==> src/rtl/gpio_irq_pkg.sv <==
package gpio_irq_pkg;

    localparam int CTRL_BASE = 'h80;
    localparam int BCST_BASE = 'h100;
    localparam int STAT_BASE = 'h120;
    localparam int GROUP_W   = 16;

    localparam int MODE_LSB  = 16;
    localparam int ROUTE_BIT = 20;
    localparam int LOCK_BIT  = 23;
    localparam int FLAG_BIT  = 24;

    typedef enum logic [1:0] {
        CLS_NONE,
        CLS_DMA,
        CLS_LOCAL,
        CLS_IRQ
    } evt_class_e;

    typedef struct packed {
        logic       lock;
        logic       route;
        logic [3:0] mode;
    } pin_cfg_t;

    function automatic evt_class_e mode_class(input logic [3:0] m);
        case (m)
            4'd1, 4'd2, 4'd3:                 return CLS_DMA;
            4'd5, 4'd6, 4'd7:                 return CLS_LOCAL;
            4'd8, 4'd9, 4'd10, 4'd11, 4'd12:  return CLS_IRQ;
            default:                          return CLS_NONE;
        endcase
    endfunction

    function automatic logic detect(input logic [3:0] m, input logic now, input logic prev);
        case (m)
            4'd1, 4'd5, 4'd9:   return now & ~prev;
            4'd2, 4'd6, 4'd10:  return ~now & prev;
            4'd3, 4'd7, 4'd11:  return now ^ prev;
            4'd8:               return ~now;
            4'd12:              return now;
            default:            return 1'b0;
        endcase
    endfunction

    function automatic pin_cfg_t cfg_from_word(input logic [31:0] w);
        pin_cfg_t c;
        c.mode  = w[MODE_LSB +: 4];
        c.route = w[ROUTE_BIT];
        c.lock  = w[LOCK_BIT];
        return c;
    endfunction

    function automatic logic [31:0] word_from_cfg(input pin_cfg_t c, input logic flag);
        logic [31:0] w;
        w = '0;
        w[MODE_LSB +: 4] = c.mode;
        w[ROUTE_BIT]     = c.route;
        w[LOCK_BIT]      = c.lock;
        w[FLAG_BIT]      = flag;
        return w;
    endfunction

endpackage

==> src/rtl/gpio_irq_decode.sv <==
module gpio_irq_decode
    import gpio_irq_pkg::*;
#(
    parameter int NUM_PINS = 32,
    parameter int ADDR_W   = 9
) (
    input  logic                bus_wr,
    input  logic [ADDR_W-1:0]   bus_addr,
    input  logic [31:0]         bus_wdata,
    output pin_cfg_t            cfg_wr,
    output logic [NUM_PINS-1:0] cfg_we,
    output logic [NUM_PINS-1:0] flag_clr
);

    logic unused_wdata;
    assign unused_wdata = ^{bus_wdata[31:25], bus_wdata[22:21]};

    assign cfg_wr = cfg_from_word(bus_wdata);

    for (genvar i = 0; i < NUM_PINS; i++) begin : g_pin
        localparam int GRP = i / GROUP_W;
        localparam int SEL = i % GROUP_W;
        logic hit_ctrl, hit_bcst, hit_stat;

        assign hit_ctrl = (bus_addr == ADDR_W'(CTRL_BASE + 4 * i));
        assign hit_bcst = (bus_addr == ADDR_W'(BCST_BASE + 4 * GRP)) && bus_wdata[SEL];
        assign hit_stat = (bus_addr == ADDR_W'(STAT_BASE)) && bus_wdata[i];

        assign cfg_we[i]   = bus_wr && (hit_ctrl || hit_bcst);
        assign flag_clr[i] = bus_wr && (((hit_ctrl || hit_bcst) && bus_wdata[FLAG_BIT]) || hit_stat);
    end

endmodule

==> src/rtl/gpio_irq_pin.sv <==
module gpio_irq_pin
    import gpio_irq_pkg::*;
(
    input  logic     clk,
    input  logic     rst,
    input  logic     pin,
    input  logic     cfg_we,
    input  pin_cfg_t cfg_wr,
    input  logic     flag_clr,
    output pin_cfg_t cfg_q,
    output logic     flag_q
);

    logic prev_q;
    logic event_hit;

    assign event_hit = detect(cfg_q.mode, pin, prev_q);

    always_ff @(posedge clk) begin
        if (rst) begin
            cfg_q  <= '0;
            flag_q <= 1'b0;
            prev_q <= pin;
        end else begin
            prev_q <= pin;
            flag_q <= (flag_q & ~flag_clr) | event_hit;
            if (cfg_we && !cfg_q.lock) begin
                cfg_q <= cfg_wr;
            end
        end
    end

endmodule

==> src/rtl/gpio_irq_route.sv <==
module gpio_irq_route
    import gpio_irq_pkg::*;
#(
    parameter int NUM_PINS = 32
) (
    input  pin_cfg_t [NUM_PINS-1:0] cfg,
    input  logic [NUM_PINS-1:0]     flag,
    output logic                    irq0,
    output logic                    irq1,
    output logic                    dma
);

    always_comb begin
        irq0 = 1'b0;
        irq1 = 1'b0;
        dma  = 1'b0;
        for (int i = 0; i < NUM_PINS; i++) begin
            if (flag[i]) begin
                case (mode_class(cfg[i].mode))
                    CLS_IRQ: begin
                        if (cfg[i].route) irq1 = 1'b1;
                        else              irq0 = 1'b1;
                    end
                    CLS_DMA: dma = 1'b1;
                    default: ;
                endcase
            end
        end
    end

endmodule

==> src/rtl/gpio_irq_ctrl.sv <==
module gpio_irq_ctrl
    import gpio_irq_pkg::*;
#(
    parameter int NUM_PINS = 32,
    parameter int ADDR_W   = 9
) (
    input  logic                clk,
    input  logic                rst,
    input  logic [NUM_PINS-1:0] pin_i,
    input  logic                bus_wr,
    input  logic [ADDR_W-1:0]   bus_addr,
    input  logic [31:0]         bus_wdata,
    output logic [31:0]         bus_rdata,
    output logic                irq0_o,
    output logic                irq1_o,
    output logic                dma_o
);

    localparam int MODE_VEC_W = 4 * NUM_PINS;

    pin_cfg_t                cfg_wr;
    logic [NUM_PINS-1:0]     cfg_we;
    logic [NUM_PINS-1:0]     flag_clr;
    pin_cfg_t [NUM_PINS-1:0] cfg_q;
    logic [NUM_PINS-1:0]     flag_q;
    logic [NUM_PINS-1:0]     lock_vec;
    logic [MODE_VEC_W-1:0]   mode_vec;

    gpio_irq_decode #(
        .NUM_PINS (NUM_PINS),
        .ADDR_W   (ADDR_W)
    ) u_decode (
        .bus_wr   (bus_wr),
        .bus_addr (bus_addr),
        .bus_wdata(bus_wdata),
        .cfg_wr   (cfg_wr),
        .cfg_we   (cfg_we),
        .flag_clr (flag_clr)
    );

    for (genvar i = 0; i < NUM_PINS; i++) begin : g_cell
        gpio_irq_pin u_pin (
            .clk     (clk),
            .rst     (rst),
            .pin     (pin_i[i]),
            .cfg_we  (cfg_we[i]),
            .cfg_wr  (cfg_wr),
            .flag_clr(flag_clr[i]),
            .cfg_q   (cfg_q[i]),
            .flag_q  (flag_q[i])
        );
        assign lock_vec[i]       = cfg_q[i].lock;
        assign mode_vec[4*i +: 4] = cfg_q[i].mode;
    end

    gpio_irq_route #(
        .NUM_PINS(NUM_PINS)
    ) u_route (
        .cfg (cfg_q),
        .flag(flag_q),
        .irq0(irq0_o),
        .irq1(irq1_o),
        .dma (dma_o)
    );

    always_comb begin
        bus_rdata = '0;
        for (int i = 0; i < NUM_PINS; i++) begin
            if (bus_addr == ADDR_W'(CTRL_BASE + 4 * i)) begin
                bus_rdata = word_from_cfg(cfg_q[i], flag_q[i]);
            end
        end
        if (bus_addr == ADDR_W'(STAT_BASE)) begin
            bus_rdata = 32'(flag_q);
        end
    end

endmodule

==> config.mk <==
export PLATFORM = sky130hd
export DESIGN_NAME = gpio_irq_ctrl
export DESIGN_NICKNAME = d
export VERILOG_FILES = /design/src/rtl/gpio_irq_pkg.sv /design/src/rtl/gpio_irq_decode.sv /design/src/rtl/gpio_irq_pin.sv /design/src/rtl/gpio_irq_route.sv /design/src/rtl/gpio_irq_ctrl.sv
export SDC_FILE = /design/constraint.sdc
export NUM_CORES = 1
export LEC_CHECK = 0
export ABC_AREA = 1
export BUFFER_PORTS_ARGS = -buffer_cell sky130_fd_sc_hd__buf_2
export CORE_MARGIN = 1
export CORE_UTILIZATION = 58
export CTS_BUF_LIST = sky130_fd_sc_hd__clkbuf_4 sky130_fd_sc_hd__clkbuf_8
export CTS_CLUSTER_DIAMETER = 50
export DETAILED_ROUTE_END_ITERATION = 7
export PLACE_DENSITY = 0.77
export SETUP_SLACK_MARGIN = 0.15
export SYNTH_ARGS = -nofsm -noshare
export SYNTH_HDL_FRONTEND = slang
export SYNTH_SLANG_ARGS = --single-unit
export TNS_END_PERCENT = 20
==> constraint.sdc <==
create_clock -name clk -period 4.1 [get_ports clk]
set_input_delay 0.82 -clock clk [delete_from_list [all_inputs] [get_ports clk]]
set_output_delay 0.82 -clock clk [all_outputs]
set_load 0.005 [all_outputs]
After elaboration in Yosys (flattened, before gate mapping)
Memories as Yosys holds them, arrays and structs flattened. A register that Yosys moved wholly into a read port is not among the register bits.
Cells that the tools add are included.
{ "totals": {"ff_bits": 256, "mem_bits_ro": 1024, "in_bits": 76, "wordCells": 1700, "memories": 32} }
{ "memory_table": {"columns": ["memory", "depth", "width", "read_ports", "rd_ports_with_merged_regs", "write_ports", "line_no", "text"], "rows": [
  ["(no name shown)", 16, 2, 1, 1, 0, "gpio_irq_pkg.sv:27", "case (m)"],
  ["(no name shown)", 16, 2, 1, 1, 0, "gpio_irq_pkg.sv:27", null],
  ["(no name shown)", 16, 2, 1, 1, 0, "gpio_irq_pkg.sv:27", null],
  ["(no name shown)", 16, 2, 1, 1, 0, "gpio_irq_pkg.sv:27", null],
  ["(no name shown)", 16, 2, 1, 1, 0, "gpio_irq_pkg.sv:27", null],
  ["(no name shown)", 16, 2, 1, 1, 0, "gpio_irq_pkg.sv:27", null],
  ["+26 memories", null, null, null, null, null, null, null]
]} }
{ "op_classes": {"n_eq_ne": 451, "muxes": 417, "bitwise": 256, "n_reduce_logical": 384} }
{ "op_table": {"columns": ["operator", "count"], "rows": [
  ["32-bit 2-to-1 mux", 32],
  ["4-bit equality test, second input constant", 160],
  ["4-bit by 3-bit equality test with 1-bit output, second input constant", 96],
  ["9-bit by 8-bit equality test with 1-bit output, second input constant", 32],
  ["3-bit OR reduction", 96],
  ["4-bit by 2-bit equality test with 1-bit output, second input constant", 64],
  ["1-bit 2-to-1 mux", 256],
  ["4-bit 2-to-1 mux", 64],
  ["1-bit logical AND", 192],
  ["1-bit one-hot mux with 5 select lines", 32],
  ["4-bit by 1-bit equality test with 1-bit output, second input constant", 32],
  ["1-bit AND", 96],
  ["1-bit inverter", 96],
  ["2-bit by 1-bit equality test with 1-bit output, second input constant", 32],
  ["2-bit equality test, second input constant", 32],
  ["1-bit logical OR", 64],
  ["2-bit 2-to-1 mux", 32],
  ["1-bit logical NOT", 32],
  ["1-bit OR", 32],
  ["1-bit XOR", 32],
  ["9-bit equality test, second input constant", 3],
  ["25-bit 2-to-1 mux", 1]
]} }

Logic depth before layout (Yosys ltp)
Gate-level depths: netlist of the first run.
{ "logic_depth": {"ltp_word": 97, "depth_mapped": 25} }

By module
From an unflattened synthesis of the first run, not the netlist that was laid out.
{ "hier_totals": {"cells_unflattened": 2885, "hier_area_um2": 17384.2} }
{ "by_module_without_submodules": {"columns": ["mod", "instances", "cells_per_inst", "area_per_inst_um2", "seq_area_each_um2"], "rows": [
  ["gpio_irq_pin", 32, 50, 366.6, 160.2],
  ["gpio_irq_ctrl", 1, 565, 2478.6, 0.0],
  ["gpio_irq_route", 1, 432, 1820.5, 0.0],
  ["gpio_irq_decode", 1, 288, 1353.8, 0.0]
]} }

Worst setup path after synthesis of the first run
OpenSTA, ideal clock, no wires.
{ "synth_timing": {"path_kind": "input to output", "from": "input bus_addr[8]", "to": "output bus_rdata[24]", "arrival_time_ns": 2.586, "t_required_ns": 3.280, "setup_slack_ns": 0.694, "cell_stages": 22, "n_path_buf": 2, "cell_sequence": "buf_4 inv_4 nand4_1 nor2_2 buf_6 a21oi_1 nand2_1 nand2_1 nand2_1 nand4_1 nor2_1 nand4_1 nand2_1 nand3_1 nand2_1 nand4_1 nor2_1 nand4_1 nor2_1 nand3_1 nor2_1 nand3_1"} }
{ "synth_via": {"elab_chain_cells": 34} }
{ "synth_rtl": {"columns": ["element", "line_no", "text"], "rows": [
  ["start: declaration", "gpio_irq_ctrl.sv:11", "input logic [ADDR_W-1:0] bus_addr,"],
  ["9-bit by 8-bit equality test with 1-bit output", "gpio_irq_ctrl.sv:69", "if (bus_addr == ADDR_W'(CTRL_BASE + 4 * i)) begin"],
  ["25-bit 2-to-1 mux", "gpio_irq_ctrl.sv:69", null],
  ["32-bit 2-to-1 mux (31 in a row)", "gpio_irq_ctrl.sv:69", null],
  ["32-bit 2-to-1 mux *", "gpio_irq_ctrl.sv:73", "if (bus_addr == ADDR_W'(STAT_BASE)) begin"],
  ["end: declaration", "gpio_irq_ctrl.sv:13", "output logic [31:0] bus_rdata,"]
]} }
Mark *: on every way between the ends. The rest lies on a longest branch, timed or not.

Final worst setup path of the first run
{ "layout_timing": {"from": "input bus_addr[1]", "to": "output bus_rdata[24]"} }
Same word-level chain as after synthesis.

==> results of run 1 <==
-- per-layer routing --
metal | track usage, % | vias to the layer above | routed length, um
li1 | - | 8437 | -
met4 | 21.2 | 2 | 3360
met5 | 0 | - | 12
met3 | 8.51 | 239 | 6230
met1 | 50.3 | 8274 | 24800
met2 | 67.3 | 920 | 28500
-- what timing repair did --
item,CTS,global route
hold endpoints to repair,0,0
cloned,0,0
resized for setup,9,4
endpoints found under the setup margin,7,7
-- power groups by stage --
| stage | Clock, mW | Sequential [mW] | Combinational [mW] |
|---|---|---|---|
| 5_1_grt | 3.17 | 3.15 | 0.381 |
| 6_report | 3.04 | 3.15 | 0.359 |
| 3_5_place_dp | 0 | 3.22 | 0.344 |
| 4_1_cts | 3.03 | 3.15 | 0.347 |
| 2_1_floorplan | 0 | 3.21 | 0.169 |
| 3_3_place_gp | 0 | 3.22 | 0.335 |
-- final timing paths --
kind / startpoint / end / slack (ns) / cells after the start
max: bus_addr[1] / bus_rdata[24] / -0.18 / 23
min: pin_i[23] / g_cell[23].u_pin.prev_q / 0.33 / 1
max reg2reg: g_cell[25].u_pin.cfg_q[5] / flip-flop / 2.39 / 6
min reg2reg: g_cell[25].u_pin.cfg_q[5] / g_cell[25].u_pin.cfg_q[5] / 0.47 / 2
-- layout make-up --
cell class	instances	area, sq um
Fill cell	2556	9240
Multi-Input combinational cell	1587	8830
Sequential cell	320	6410
Inverter	441	1660
Timing Repair Buffer	177	1100
Clock buffer	86	1050
Tap cell	384	480
Clock inverter	11	95.1
-- kinds of logic (layout without fill, tap and decap cells) --
kind of cell             Yosys count  count (layout)
buffers and inverters            509             715
AND/OR/NAND/NOR                  823             823
AO/OA/AOI/OAI                    668             668
flip-flops                       320             320
XOR/XNOR                          32              32
adder cells (fa/ha/maj)           64              64
-- through the flow --
stage                     total power [mW]  hold slack, ns  instance area (sq um)  util (%)
after floorplan                       3.38           0.444                  17100         -
after global placement                3.55           0.459                  18400      63.9
after detailed placement              3.56           0.463                  18400      63.9
after CTS                             6.53           0.314                  19600      68.0
after global routing                  6.70           0.327                  19600      68.0
final                                 6.55           0.328                  19600      68.0
-- synthesized netlist by cell type (all sizes together), types with 2 or more instances --
library cell and number:
inv 436, nand2 406, dfxtp 320, a21oi 250, o21ai 216, nor2 155
nand3 116, o211ai 97, ha 64, nand4 59, nor3 59, clkbuf 52
o311ai 36, o21a 30, o22ai 30, xnor2 30, buf 16, nor4 13
or2 8, clkinv 5, a31oi 3, a211oi 2, nand3b 2, nor4b 2
or4 2, xor2 2
==> results.txt, run 1 <==
- The run finished, with violations left.
- For this run, design rule violations remaining after detail routing come to 0.
- Slowest-stage cell, CP: sky130_fd_sc_hd__nor2_2
- Worst path cell trace: buf_2, nor2_4, nand4_1, nor2_2, buf_4, a21oi_1, nand2_1, nand2_1, nand2_1, nand4_1, nor2_2, nand4_1, nand2_1, nand3_1, nand2_1, nand4_1, nor2_1, nand4_1, nor2_1, nand3_1, nor2_1, nand3_1, buf_2
* Most area-hungry cell type in the Yosys netlist: sky130_fd_sc_hd__dfxtp_1
* Mean number of vias per cell: 5.95
- The number of nets in the synthesized netlist is 2556.
- Synth Area in Compound Gates: 22.5%
* Min Tclk post-route: 4.28 ns
- The repair_antennas step left the layout with diodes totalling 0.
- Area growth syn-to-layout: 14.4%
- After synthesis, the largest area contributor takes up 37.4% of total cell area.
- STA puts the critical path data arrival time at 3.46 ns.
- Worst Hold Class: in -> reg
* Post-route setup TNS: -0.919 ns
- The clock tree synthesis step divided the H-tree into 2 levels.
- Dividing the detail-routed wire length by the instance count gives 20.9 um.
- Post-synthesis adder-cell area fraction: 4.67%
- The tree is rooted in a sky130_fd_sc_hd__clkbuf_8.
- For this run, the register share of the synthesized area comes to 37.4%.
- Switching portion of total power: 25.0%
* Most common cell after layout, fill and taps aside: sky130_fd_sc_hd__inv_1
- For this run, the number of standard cells in the final layout without fillers is 3006.
- Internal power: 4.91 mW
- Post CTS Setup Buffer Count: 0
* Leakage power of the design: 8.46 nW
* DRT iter0 DRCs: 2040
- Die span in y: 174 um
- Number of library cell types mapped by synthesis: 48
* Share of synthesized registers carrying an async set or reset: 0%
- Pre-CTS setup slack: -0.155 ns
- Sink Count: 320
- Across the run, the number of max-cap violations was 0.
- Summing over every cut layer, the via total after detailed routing is 17872.
- In this run, the combinational gates consume 5.5% of the power.
* Cells after Synth: 2416
- For the pin with the worst max-slew slack, the measured transition is 1.04 ns.
* Number of nets at the end of the flow: 2721
- The cell area that synthesis handed to floorplanning was 17100 sq um.
- Basic-gate share of the synthesized area counting and, or, nand and nor cells: 22.5%
* WP data required: 3.28 ns
- Power spread over the standard cell area amounts to 334 nW/um^2.
- The clock reaches the later pin of the worst-skew pair after 0.63 ns.
- Each instance of the synthesized netlist takes up on average 7.10 sq um.
- Gpl congestion: 1.04
- Vias in the first global route: 16930
- Cell types occupying the most area after synthesis: sky130_fd_sc_hd__dfxtp_1, sky130_fd_sc_hd__inv_1, sky130_fd_sc_hd__nand2_1
- Antenna-violating nets left: 0
- Overflow left after global routing: 0
* Fraction of final layout cells sized beyond drive strength 1: 13.9%
- Die ar.: 30300 sq um
- In the layout the commonest cells are sky130_fd_sc_hd__inv_1, sky130_fd_sc_hd__nand2_1, sky130_fd_sc_hd__dfxtp_1, sky130_fd_sc_hd__a21oi_1, sky130_fd_sc_hd__o21ai_0.
* Area inside the core boundary: 28900 sq um
* Failing checks: negative setup slack
* Sequential Power Share: 48.1%
- Initial antenna violation count: 1
- Final-report hold violation count: 0
- Port buffer count: 110
- Share of the clock period used by the worst path: 104%
- Clock-pin slew was measured on the worst setup and hold paths at 0.06 ns.
* Worst Path Class, Setup: in -> out
- Number of buffers and inverters on the critical path: 3
- The worst setup path is launched from an input port.
- Combinational family with the most area after synthesis: compound AO/OA/AOI/OAI gates
* CP Capture Type: primary output
- Inst Count DP: 2909
- Once the floorplan was initialized, standard cells occupied 59.4% of the core.
- The clock passes through at most 3 buffers.
- The max-slew violation count came to 0.
- TritonRoute pass-1 iters: 8
* Worst-case vdd ir drop: 311 uV
- Highest clock frequency the design can meet: 234 MHz
* Number of synthesized register bits: 320
- TritonCTS built the clock tree.
- The die is 174 um wide.
* Crit path max fanout: 4
* Total track usage: 40.9%
- Unrepaired setup endpoints after global routing: true
* Switching power: 1.64 mW
- For this run, the slowest stage of the critical path takes 0.23 ns.
* Cell class contributing the biggest share of worst-path delay: simple AND/OR/NAND/NOR gates
- Core Rows: 62
* Synth warnings: 0
* Number of synthesized flops with an enable pin: 0
- Mux share of post-synthesis cell area: 0%
- Synth Flop Type: sky130_fd_sc_hd__dfxtp_1
* First-pass GRT wire length: 95200 um
- Relative slew slack: 31.0%
* Top-level port count: 111
* Pin count of the biggest net entering global routing: 78
- Final worst setup slack: -0.178 ns
- Of the total synthesized cell area, the portion taken by XOR and XNOR cells is 1.63%.
- The number of hold buffers added after CTS was 0.
* Clock Skews: 0.0389 ns
* DPL Wire Length: 47000 um
- Relative contribution of the clock network to total power: 46.4%
* Setup violation total in the final timing report: 7
- Counting the buffers created by CTS gives 54.
- Wire length after detailed routing: 62900 um
Note: power is estimated with default switching activity, not from simulation.
==> inputs of run 2 (changes only) <==
==> constraint.sdc (replaced) <==
create_clock -name clk -period 4.1 [get_ports clk]
set_input_delay 0.205 -clock clk [delete_from_list [all_inputs] [get_ports clk]]
set_output_delay 0.205 -clock clk [all_outputs]
set_load 0.005 [all_outputs]
==> results.txt, run 2 (synthesis gave the netlist of run 1 again) <==
- Run status: finished clean
- Once layout is complete, the utilization of the core stands at 68.2%.
- Data on the critical path arrives at its endpoint at 3.38 ns.
* Overflow left after global routing: 0
- The worst pin sits at a relative slew slack of 20.9%.
* Critical R2R Launch: g_cell[4].u_pin.cfg_q[5]
- Port buffer count: 110
- TritonRoute pass-1 iters: 6
* Min Tclk post-route: 3.58 ns
- In the global route stage, overall resource usage came out at 42.0%.
- Total area of multi-input combinational cells: 8800 sq um
- DRC errors left: 0
- CP Capture Type: primary output
- Die ar.: 30300 sq um
- For this design the ratio of total power to cell area is 337 nW/um^2.
- WP data required: 3.89 ns
* Sink Count: 320
- Stage delay of the slowest cell on the critical path: 0.42 ns
- Minimum setup slack among reg-to-reg paths: 2.36 ns
- First-pass GRT wire length: 98400 um
* Unrepaired setup endpoints after global routing: false
- Area inside the core boundary: 28900 sq um
- Startpoint type of the worst setup path: input port
* Cells on worst reg2reg path: 7
* Vias in the first global route: 17585
* Worst Max-Slew Pin Slew: 1.18 ns
- Clock tree from TritonCTS: yes
- The worst-case IR drop observed on VDD is 305 uV.
* Antenna-violating nets left: 0
- For this design the top-level I/O count stands at 111.
- Number of nets at the end of the flow: 2714
- Pre-CTS setup slack: 0.718 ns
- Wire length after detailed routing: 64600 um
* Number of buffers added by the clock tree synthesis step: 54
- Worst-case hold path end point: g_cell[10].u_pin.flag_q
- Highest-count cells in the layout ignoring fill and taps: sky130_fd_sc_hd__inv_1, sky130_fd_sc_hd__nand2_1, sky130_fd_sc_hd__dfxtp_1, sky130_fd_sc_hd__a21oi_1, sky130_fd_sc_hd__o21ai_0
- Pin count of the biggest net entering global routing: 79
- The floorplan has 62 rows.
- Starting density of the core: 59.4%
* Sequential cell area: 6410 sq um
- In this run the most critical hold path is launched from bus_wdata[10].
* Worst skew pair latency: 0.61 ns
* Hold Path Stages: 4
- The initial antenna violation count came to 4.
- Setup violations remaining at the end of the flow were counted as 0.
- Post-layout power: 6.63 mW
- Post-route setup TNS: 0 ns
* DRT iter0 DRCs: 2183
* MaxCap Viol Count: 0
- Gpl congestion: 1.00
* Per-cell routed wire length: 21.5 um
* Worst path cell trace: buf_2, nor2_4, nand3_2, inv_2, nand2_4, nor2_2, a21oi_1, nand2_1, nand2_1, nand2_1, nand4_1, nor2_1, nand4_1, nor2_1, nand4_1, nand2_1, nand4_1, nand2_1, nand4_1, nor3_1, nand4_1, buf_2
* Worst Hold Class: in -> reg
* Number of vias in the routed layout: 18059
- Clock transition at the registers of the reported paths: 0.06 ns
- Final-report hold violation count: 0
- Timing would allow up to 279 MHz.
- Share of the clock period used by the worst path: 87.4%
- Final worst setup slack: 0.515 ns
- The critical path in this run is classified as in -> out.
- The analysis attributes to cell leakage a power of 8.39 nW.
- The post-route netlist has 11.4% of its cells at a drive strength greater than 1.
* Critical Path Source: bus_addr[1]
- By instance count, the cell type seen most on the critical path is sky130_fd_sc_hd__nand4_1.
- The die is 174 um wide.
- The cell sitting at the root of the clock tree is a sky130_fd_sc_hd__clkbuf_8.
- On the final layout, the worst clock skew is 0.0168 ns.
- The library cell used most frequently in the layout, excluding fill and tap cells, is sky130_fd_sc_hd__inv_1.
* Depth of the CTS H-tree: 2
* Slowest-stage cell, CP: sky130_fd_sc_hd__nor2_2
- Summed over all nets, the half-perimeter wirelength after detailed placement is 46800 um.
* Total of fill cells in the finished design: 2519
* Longest Clk Path Bufs: 3
* Area growth syn-to-layout: 14.7%
- From bottom edge to top edge, the die measures 174 um.
* Mean number of vias per cell: 6.02
* Quantity of gates resized following cts: 0
* Crit path max fanout: 11
- The max-slew violation count was 0.
-- run 2: cell count changes in the layout (fill, tap and decap cells not counted), sizes merged --
cell	before	now
clkbuf	87	85
clkinvlp	3	1
buf	176	122
diode	0	4
dlygate4sd3	0	48
clkinv	10	11
-- run 2: power by group --
part | internal (mW) | switching [mW] | total, mW
clock | 1.74 | 1.36 | 3.10
sequential | 3.13 | 0.0167 | 3.15
combinational | 0.107 | 0.266 | 0.373
-- run 2: routing by layer --
metal | up-vias | track usage, % | part of all wire, %
met5 | - | 0 | 0
li1 | 8412 | - | -
met3 | 239 | 6.98 | 9.2
met4 | 0 | 22.1 | 5.5
met1 | 8444 | 52.5 | 39
met2 | 964 | 69.7 | 46
-- run 2: cell type report --
type	count	share of cell area [%]
clock inverters	10	0.433
multi-input cells	1587	44.7
inverters	441	8.45
flip-flops and latches	320	32.6
diodes	4	0.0509
well taps	384	2.44
repair buffers	170	5.76
clock buffers	85	5.53
-- run 2: critical path, delay by kind of cell --
family / cells / cell delay [ns]
AND/OR/NAND/NOR: 18 / 2.69
AO/OA/AOI/OAI: 1 / 0.08
buffers and inverters: 3 / 0.40
-- run 2: worst max path at each step --
stage,slack [ns],to,depth (start not counted)
2_1_floorplan,1.92,bus_rdata[24],22
5_1_grt,0.35,bus_rdata[18],22
3_3_place_gp,0.78,bus_rdata[16],23
4_1_cts,0.71,bus_rdata[18],22
3_5_place_dp,0.72,bus_rdata[18],22
6_report,0.52,bus_rdata[18],22
-- run 2: per-stage QoR --
stage                     cells  hold slack, ns  area (sq um)
after CTS                  2997          0.0142         19700
final                      3001          0.0374         19700
after floorplan            2416           0.233         17100
after global placement     2854           0.336         18000
after global routing       3001          0.0612         19700
after detailed placement   2854           0.340         18000
-- run 2: timing repair --
action / CTS / global route
setup buffers: 0 / 0
endpoints found under the hold margin: 48 / 0
hold buffers: 48 / 0
